**src/rtl/cvf_pkg.sv**
```systemverilog
package cvf_pkg;

    localparam int unsigned MAX_WIN = 32;
    localparam int unsigned PRESC_W = 16;
    localparam int unsigned CNT_W   = $clog2(MAX_WIN + 1);

    typedef struct packed {
        logic [PRESC_W-1:0] presc;
        logic [CNT_W-1:0]   win;
        logic [CNT_W-1:0]   thr;
    } cfg_t;

    typedef enum logic [1:0] {
        VOTE_HOLD = 2'd0,
        VOTE_HIGH = 2'd1,
        VOTE_LOW  = 2'd2
    } vote_e;

    function automatic vote_e decide(input logic [CNT_W-1:0] ones,
                                     input logic [CNT_W-1:0] win,
                                     input logic [CNT_W-1:0] thr);
        if (ones >= thr)
            return VOTE_HIGH;
        else if ((win - ones) >= thr)
            return VOTE_LOW;
        else
            return VOTE_HOLD;
    endfunction

endpackage

```
**src/rtl/cvf_prescale.sv**
```systemverilog
module cvf_prescale #(
    parameter int unsigned W = 16
) (
    input  logic         clk,
    input  logic         restart,
    input  logic [W-1:0] div,
    output logic         tick
);
    logic [W-1:0] cnt_q;

    assign tick = (cnt_q == div);

    always_ff @(posedge clk) begin
        if (restart)
            cnt_q <= '0;
        else if (tick)
            cnt_q <= '0;
        else
            cnt_q <= cnt_q + 1'b1;
    end
endmodule

```
**src/rtl/cvf_window.sv**
```systemverilog
module cvf_window #(
    parameter int unsigned DEPTH = 32,
    parameter int unsigned CW    = $clog2(DEPTH + 1)
) (
    input  logic          clk,
    input  logic          restart,
    input  logic          fill,
    input  logic [CW-1:0] len_load,
    input  logic [CW-1:0] len_cur,
    input  logic          shift_en,
    input  logic          din,
    output logic [CW-1:0] ones_q,
    output logic [CW-1:0] ones_nx
);
    localparam int unsigned IW = (DEPTH > 1) ? $clog2(DEPTH) : 1;

    logic [DEPTH-1:0] sh_q;
    logic [IW-1:0]    old_idx;
    logic             oldest;

    assign old_idx = IW'(len_cur - CW'(1));
    assign oldest  = sh_q[old_idx];
    assign ones_nx = ones_q + CW'(din) - CW'(oldest);

    always_ff @(posedge clk) begin
        if (restart) begin
            sh_q   <= {DEPTH{fill}};
            ones_q <= fill ? len_load : '0;
        end else if (shift_en) begin
            ones_q <= ones_nx;
            if (DEPTH > 1)
                sh_q <= {sh_q[DEPTH-2:0], din};
            else
                sh_q <= din;
        end
    end
endmodule

```
**src/rtl/cvf_vote.sv**
```systemverilog
module cvf_vote
    import cvf_pkg::*;
(
    input  logic             clk,
    input  logic             restart,
    input  logic             init,
    input  logic             sample,
    input  logic [CNT_W-1:0] ones_nx,
    input  logic [CNT_W-1:0] win,
    input  logic [CNT_W-1:0] thr,
    output logic             filt_q,
    output logic             trip_q
);
    vote_e verdict;
    logic  filt_d;

    always_comb begin
        verdict = decide(ones_nx, win, thr);
        filt_d  = filt_q;
        if (sample) begin
            case (verdict)
                VOTE_HIGH: filt_d = 1'b1;
                VOTE_LOW:  filt_d = 1'b0;
                default:   filt_d = filt_q;
            endcase
        end
    end

    always_ff @(posedge clk) begin
        if (restart) begin
            filt_q <= init;
            trip_q <= 1'b0;
        end else begin
            filt_q <= filt_d;
            trip_q <= filt_d & ~filt_q;
        end
    end
endmodule

```
**src/rtl/cmp_vote_filter.sv**
```systemverilog
module cmp_vote_filter
    import cvf_pkg::*;
(
    input  logic               clk,
    input  logic               rst,
    input  logic               flt_clr,
    input  logic               raw_in,
    input  logic [PRESC_W-1:0] presc,
    input  logic [CNT_W-1:0]   win_len,
    input  logic [CNT_W-1:0]   thresh,
    input  logic               init_val,
    output logic               filt_out,
    output logic               trip
);
    logic             restart;
    cfg_t             cfg_q;
    logic             tick;
    logic [CNT_W-1:0] ones_q;
    logic [CNT_W-1:0] ones_nx;

    assign restart = rst | flt_clr;

    always_ff @(posedge clk) begin
        if (restart) begin
            cfg_q.presc <= presc;
            cfg_q.win   <= win_len;
            cfg_q.thr   <= thresh;
        end
    end

    cvf_prescale #(.W(PRESC_W)) u_presc (
        .clk     (clk),
        .restart (restart),
        .div     (cfg_q.presc),
        .tick    (tick)
    );

    cvf_window #(.DEPTH(MAX_WIN), .CW(CNT_W)) u_win (
        .clk      (clk),
        .restart  (restart),
        .fill     (init_val),
        .len_load (win_len),
        .len_cur  (cfg_q.win),
        .shift_en (tick),
        .din      (raw_in),
        .ones_q   (ones_q),
        .ones_nx  (ones_nx)
    );

    cvf_vote u_vote (
        .clk     (clk),
        .restart (restart),
        .init    (init_val),
        .sample  (tick),
        .ones_nx (ones_nx),
        .win     (cfg_q.win),
        .thr     (cfg_q.thr),
        .filt_q  (filt_out),
        .trip_q  (trip)
    );
endmodule

```
**config.mk**
```make
export PLATFORM = sky130hd
export DESIGN_NAME = cmp_vote_filter
export DESIGN_NICKNAME = d
export VERILOG_FILES = /design/src/rtl/cvf_pkg.sv /design/src/rtl/cvf_prescale.sv /design/src/rtl/cvf_window.sv /design/src/rtl/cvf_vote.sv /design/src/rtl/cmp_vote_filter.sv
export SDC_FILE = /design/constraint.sdc
export NUM_CORES = 1
export LEC_CHECK = 0
export BUFFER_PORTS_ARGS = -buffer_cell sky130_fd_sc_hd__buf_4
export CELL_PAD_IN_SITES_DETAIL_PLACEMENT = 1
export CELL_PAD_IN_SITES_GLOBAL_PLACEMENT = 1
export CORE_ASPECT_RATIO = 0.8
export CORE_UTILIZATION = 45
export DETAILED_ROUTE_END_ITERATION = 8
export PLACE_DENSITY_LB_ADDON = 0.1
export SETUP_SLACK_MARGIN = 0.02
export SYNTH_ARGS = -nofsm -noshare
export SYNTH_HDL_FRONTEND = slang
export SYNTH_SLANG_ARGS = --single-unit
```
**constraint.sdc**
```tcl
create_clock -name clk -period 9.91 [get_ports clk]
set_input_delay 0.991 -clock clk [delete_from_list [all_inputs] [get_ports clk]]
set_output_delay 0.991 -clock clk [all_outputs]
set_load 0.005 [all_outputs]
```
After elaboration in Yosys (flattened, before gate mapping)
Cells that the tools add are included.
- register bits after elaboration: 84
- output and inout port bits: 2
- magnitude comparators: 3
- reduce and logical (&&, ||, !) cells: 2
- bitwise logic cells: 3
- equal/unequal tests: 3
- multiplexer cells: 12
- add/sub/neg operators: 5
- operators with widths (cell ; count):
    $mux W32 ; 2
    $mux W6 ; 3
    $add A16 B1 Y16 const B ; 1
    $eq A16 B16 Y1 ; 1
    $ge A6 B6 Y1 ; 2
    $add A6 B1 Y6 ; 1
    $lt A5 B6 Y1 const B ; 1
    $sub A6 B1 Y6 ; 1
    $sub A6 B6 Y6 ; 1
    $bmux W1 S5 ; 1
    $sub A5 B1 Y5 const B ; 1
    $mux W2 ; 2
    $mux W1 ; 3
    $eq A2 B1 Y1 const B ; 1
    $eq A2 B2 Y1 const B ; 1
    $pmux W1 S2 ; 1
    $reduce_bool A2 Y1 ; 1
    $reduce_or A2 Y1 ; 1
    $and A1 B1 Y1 ; 1
    $not A1 Y1 ; 1
    $or A1 B1 Y1 ; 1

Depth between registers and ports, before layout
- depth in word-level cells: 12
- depth in mapped cells: 23
- depth with buffers taken out: 21

Modules after synthesis
From an unflattened synthesis, not the netlist that was laid out.
- cell total of the unflattened synthesis: 347
- area, all modules: 4424.2 um2
- modules (own cells, without submodules) (module ; area an instance (um2) ; cells each ; times used):
    cvf_window ; 2080.7 ; 147 ; 1
    cvf_prescale ; 900.9 ; 101 ; 1
    cmp_vote_filter ; 847.1 ; 29 ; 1
    cvf_vote ; 595.6 ; 70 ; 1

Least setup slack after synthesis
No wires, ideal clock.
- path type: flip-flop to flip-flop
- from: reg, netlist name cfg_q[6]
- to: reg u_vote.filt_q
- path slack: 4.392 ns
- cell stages (with the launch flop): 24
- clock period less this slack: 5.518 ns
- path buffers: 2
- arrival: 5.389 ns
- setup time: 0.129 ns
- path through: edfxtp_1 buf_4 inv_1 ha_1 clkbuf_1 mux4_2 mux4_2 mux2_2 ha_1 inv_1 ha_1 fa_1 xnor2_1 ha_1 nand2_1 o21ai_0 nor2_1 o41ai_1 xnor2_1 ha_1 o2111ai_1 o2111a_1 a211oi_1 o21ai_0
- longest elaborated chain between the ends: 12
- ends and longest elaborated chain (item ; RTL line ; source):
    $sub A5 B1 Y5 ; cvf_window.sv:21 ; assign old_idx = IW'(len_cur - CW'(1));
    $bmux W1 S5 ; cvf_window.sv:22 ; assign oldest = sh_q[old_idx];
    $mux W1 (implied by the code) ; cvf_window.sv:22 ;
    $sub A6 B1 Y6 ; cvf_window.sv:23 ; assign ones_nx = ones_q + CW'(din) - CW'(oldest);
    $sub A6 B6 Y6 ; cvf_pkg.sv:24 ; else if ((win - ones) >= thr)
    $ge A6 B6 Y1 ; cvf_pkg.sv:24 ;
    $mux W2 ; cvf_pkg.sv:24 ;
    $mux W2 * ; cvf_pkg.sv:22 ; if (ones >= thr)
    $eq A2 B2 Y1 / $eq A2 B1 Y1 (equally long branches) ; cvf_vote.sv:21 ; case (verdict)
    $pmux W1 S2 * ; cvf_vote.sv:21 ;
    $mux W1 * ; cvf_vote.sv:20 ; if (sample) begin
    $mux W1 * ; cvf_vote.sv:30 ; if (restart) begin
    end signal, assigned ; cvf_vote.sv:31 ; filt_q <= init;
    end signal, assigned ; cvf_vote.sv:34 ; filt_q <= filt_d;
    end, declared ; cvf_vote.sv:11 ; output logic filt_q,
Mark *: on every way between the ends. The rest lies on a longest branch, timed or not. The select of a mux whose other input is x is not followed.
A chain may end at the register's enable or synchronous reset.

Final worst setup path
- from: reg, netlist name cfg_q[6]
- to: reg u_vote.filt_q
- longest elaborated chain between the ends: 12
- ends and longest elaborated chain (item ; RTL line):
    $sub A5 B1 Y5 ; cvf_window.sv:21
    $bmux W1 S5 ; cvf_window.sv:22
    $mux W1 (implied by the code) ; cvf_window.sv:22
    $sub A6 B1 Y6 ; cvf_window.sv:23
    $sub A6 B6 Y6 ; cvf_pkg.sv:24
    $ge A6 B6 Y1 ; cvf_pkg.sv:24
    $mux W2 ; cvf_pkg.sv:24
    $mux W2 * ; cvf_pkg.sv:22
    $eq A2 B2 Y1 / $eq A2 B1 Y1 (equally long branches) ; cvf_vote.sv:21
    $pmux W1 S2 * ; cvf_vote.sv:21
    $mux W1 * ; cvf_vote.sv:20
    $mux W1 * ; cvf_vote.sv:30
Marked as above.

==> summary.txt <==
power per standard cell area: 234 nW/um^2
clk root buf: clkbuf_16
Num CTS Buffers: 9
max_slew headroom: 56.3%
Design Area, Final: 4870 um^2
ratio of cells with drive above 1 in the final layout: 18.4%
HP Class: flop to flop
Antenna diodes: 0
Static Leakage: 2.10 nW
Synth Area per Inst: 12.6 um^2
Netlist Area Pre-Place: 4210 um^2
period utilisation layout: 63.5%
Nets: 427
FP Rows: 31
Final Setup Violations: 0
initial antenna violation count: 0
WL per Instance: 18.2 um
Resize count post-CTS: 0
Post-CTS Hold Fix Bufs: 0
Skew-Pair Late Insertion Delay: 0.35 ns
Ys Warns: 0
routed wire length: 8930 um
R2R depth: 21
worst slew pin tran: 0.656 ns
most common cell after layout, fill and taps aside: edfxtp_1
DR vias: 2673
Port Buf Inserts: 34
first-pass GRT wire length: 14300 um
clk slew on worst S/H paths: 0.06 ns
sequential area share after synthesis: 55.6%
RSZ-0062 raised after global routing: false
EDFF count, synth: 66
DRT Pass-1 Iters: 4
post-route setup slack: 3.62 ns
Yosys reg bits: 84
dominant synthesized flop cell: edfxtp_1
run status: complete, no violations
Routability Congestion: 0.820
GRT overflow: 0
Setup Buffers After CTS: 0
syn_nets: 391
largest net degree at the start of global routing: 54
DR vias/cell: 5.46
CTS tree: built
worst endpoint required time: 10.13 ns
clk buf depth: 2
Tmin final: 6.29 ns
placed insts: 474
number of remaining DRC errors: 0
core area: 9080 um^2
f_max: 159 MHz
Final Non-Filler Cells: 490
dpl ws: 3.59 ns
commonest non-fill, non-tap cells in the layout: 66 x edfxtp_1, 38 x buf_4, 34 x a21o_1
Placed Area: 4590 um^2
die area: 9750 um^2
number of distinct library cells after synthesis: 34
Max Cap Viol: 0
vias in the first global route: 2733
ANT nets after route: 0
1st-iter DRT viols: 120
Worst Setup Start Kind: flop
TNS Setup: 0 ns
H-tree levels: 3
Arr. time, crit path: 6.50 ns
Worst Skew: 0.00695 ns
die height: 88.5 um
critical path class: flop to flop
async set-reset flop share out of synthesis: 0%
area added between synthesis and finish: 15.7%
Min-Delay Path Depth: 1
cells after synthesis: 334
I/O pin count: 35
CTS Sinks: 84
Initial Utilization: 46.4%
die span in x: 110 um
crit path max fanout: 10
GRT Total Usage: 20.5%
Final Slew Violations: 0
crit end category: flop
final count of hold timing violations: 0
Core Util, Final: 53.7%
maximum vdd drop: 0.140 mV
Post-DP HPWL: 6150 um
[metal layers]
metal  global-route usage (%)  vias to the layer above  share of wire (%)
met5                        0                        -                  0
met4                     8.25                        0                1.5
met3                     5.08                       10                4.1
met2                     30.8                       45                 46
met1                     28.4                     1325                 49
li1                         -                     1293                  -
[critical path, stage by stage (launching register included)]
cell and delay (ns):
edfxtp_1 0.68, inv_1 0.14, ha_1 0.53, mux4_2 0.37
mux4_2 0.47, mux2_2 0.29, ha_1 0.27, inv_1 0.04
ha_1 0.19, fa_1 0.41, xnor2_1 0.19, ha_1 0.38
nand2_1 0.08, o21ai_0 0.38, nor2_1 0.09, o41ai_1 0.43
xnor2_1 0.13, ha_1 0.30, o2111ai_1 0.09, o2111a_1 0.24
a211oi_1 0.31, o21ai_0 0.14
[through the flow]
| stage | hold slack (ns) | total power, mW |
|---|---|---|
| after floorplan | 0.451 | 0.729 |
| after global placement | 0.498 | 0.812 |
| after detailed placement | 0.515 | 0.830 |
| after CTS | 0.522 | 1.16 |
| after global routing | 0.538 | 1.21 |
| final | 0.518 | 1.14 |
[final cells by class]
class / count / area [um^2]
Multi-Input combinational cell: 215 / 1740
Clock buffer: 10 / 239
Fill cell: 948 / 4210
Tap cell: 115 / 144
Clock inverter: 6 / 38.8
Timing Repair Buffer: 38 / 285
Sequential cell: 84 / 2340
Inverter: 22 / 82.6
[state kept, by name, indices dropped and copies added, names as in the netlist]
register       cells
u_presc.cnt_q     16
cfg_q             28
u_vote.trip_q      1
u_win.sh_q        32
u_win.ones_q       6
u_vote.filt_q      1
[Yosys cell counts, drive strengths merged (4+ instances only)]
| cell type | count | area share [%] |
|---|---|---|
| ha | 22 | 6.5 |
| edfxtp | 66 | 47 |
| nor3 | 7 | 0.83 |
| nor2 | 23 | 2.0 |
| xnor2 | 15 | 3.1 |
| nor4 | 5 | 0.74 |
| nand3 | 12 | 1.4 |
| dfxtp | 18 | 8.6 |
| inv | 22 | 2.0 |
| a21oi | 6 | 0.71 |
| mux4 | 10 | 5.3 |
| nand2 | 11 | 0.98 |
| buf | 4 | 0.45 |
| o21ai | 11 | 1.3 |
| xor2 | 26 | 5.4 |
| and3 | 7 | 1.0 |
| a21o | 34 | 6.1 |
| clkbuf | 9 | 0.80 |
| a211oi | 4 | 0.71 |
| nand4 | 4 | 0.59 |
[worst paths after layout]
path / from / slack [ns] / endpoint
max reg2reg: cfg_q[6]$_DFFE_PN_ / 3.62 / u_vote.filt_q$_DFF_P_
min reg2reg: u_vote.filt_q$_DFF_P_ / 0.52 / u_vote.trip_q$_SDFF_PN0_
min: u_vote.filt_q$_DFF_P_ / 0.52 / u_vote.trip_q$_SDFF_PN0_
max: cfg_q[6]$_DFFE_PN_ / 3.62 / u_vote.filt_q$_DFF_P_
[cell families after synthesis]
family	after synthesis	synth area share [%]
AOI/OAI and AO/OA	62	10.2
xor gates and xnor gates	42	9.06
adders and majority gates	24	7.49
buffers and inverters	35	3.21
DFF	84	55.6
muxes	11	5.62
and+or+nand+nor	76	8.76
[power breakdown]
part | switching [mW] | internal [mW] | total, mW
registers | 0.0210 | 0.416 | 0.437
clock network | 0.140 | 0.176 | 0.317
logic | 0.205 | 0.181 | 0.386
total | 0.366 | 0.774 | 1.14
(Power assumes the default switching activity.)
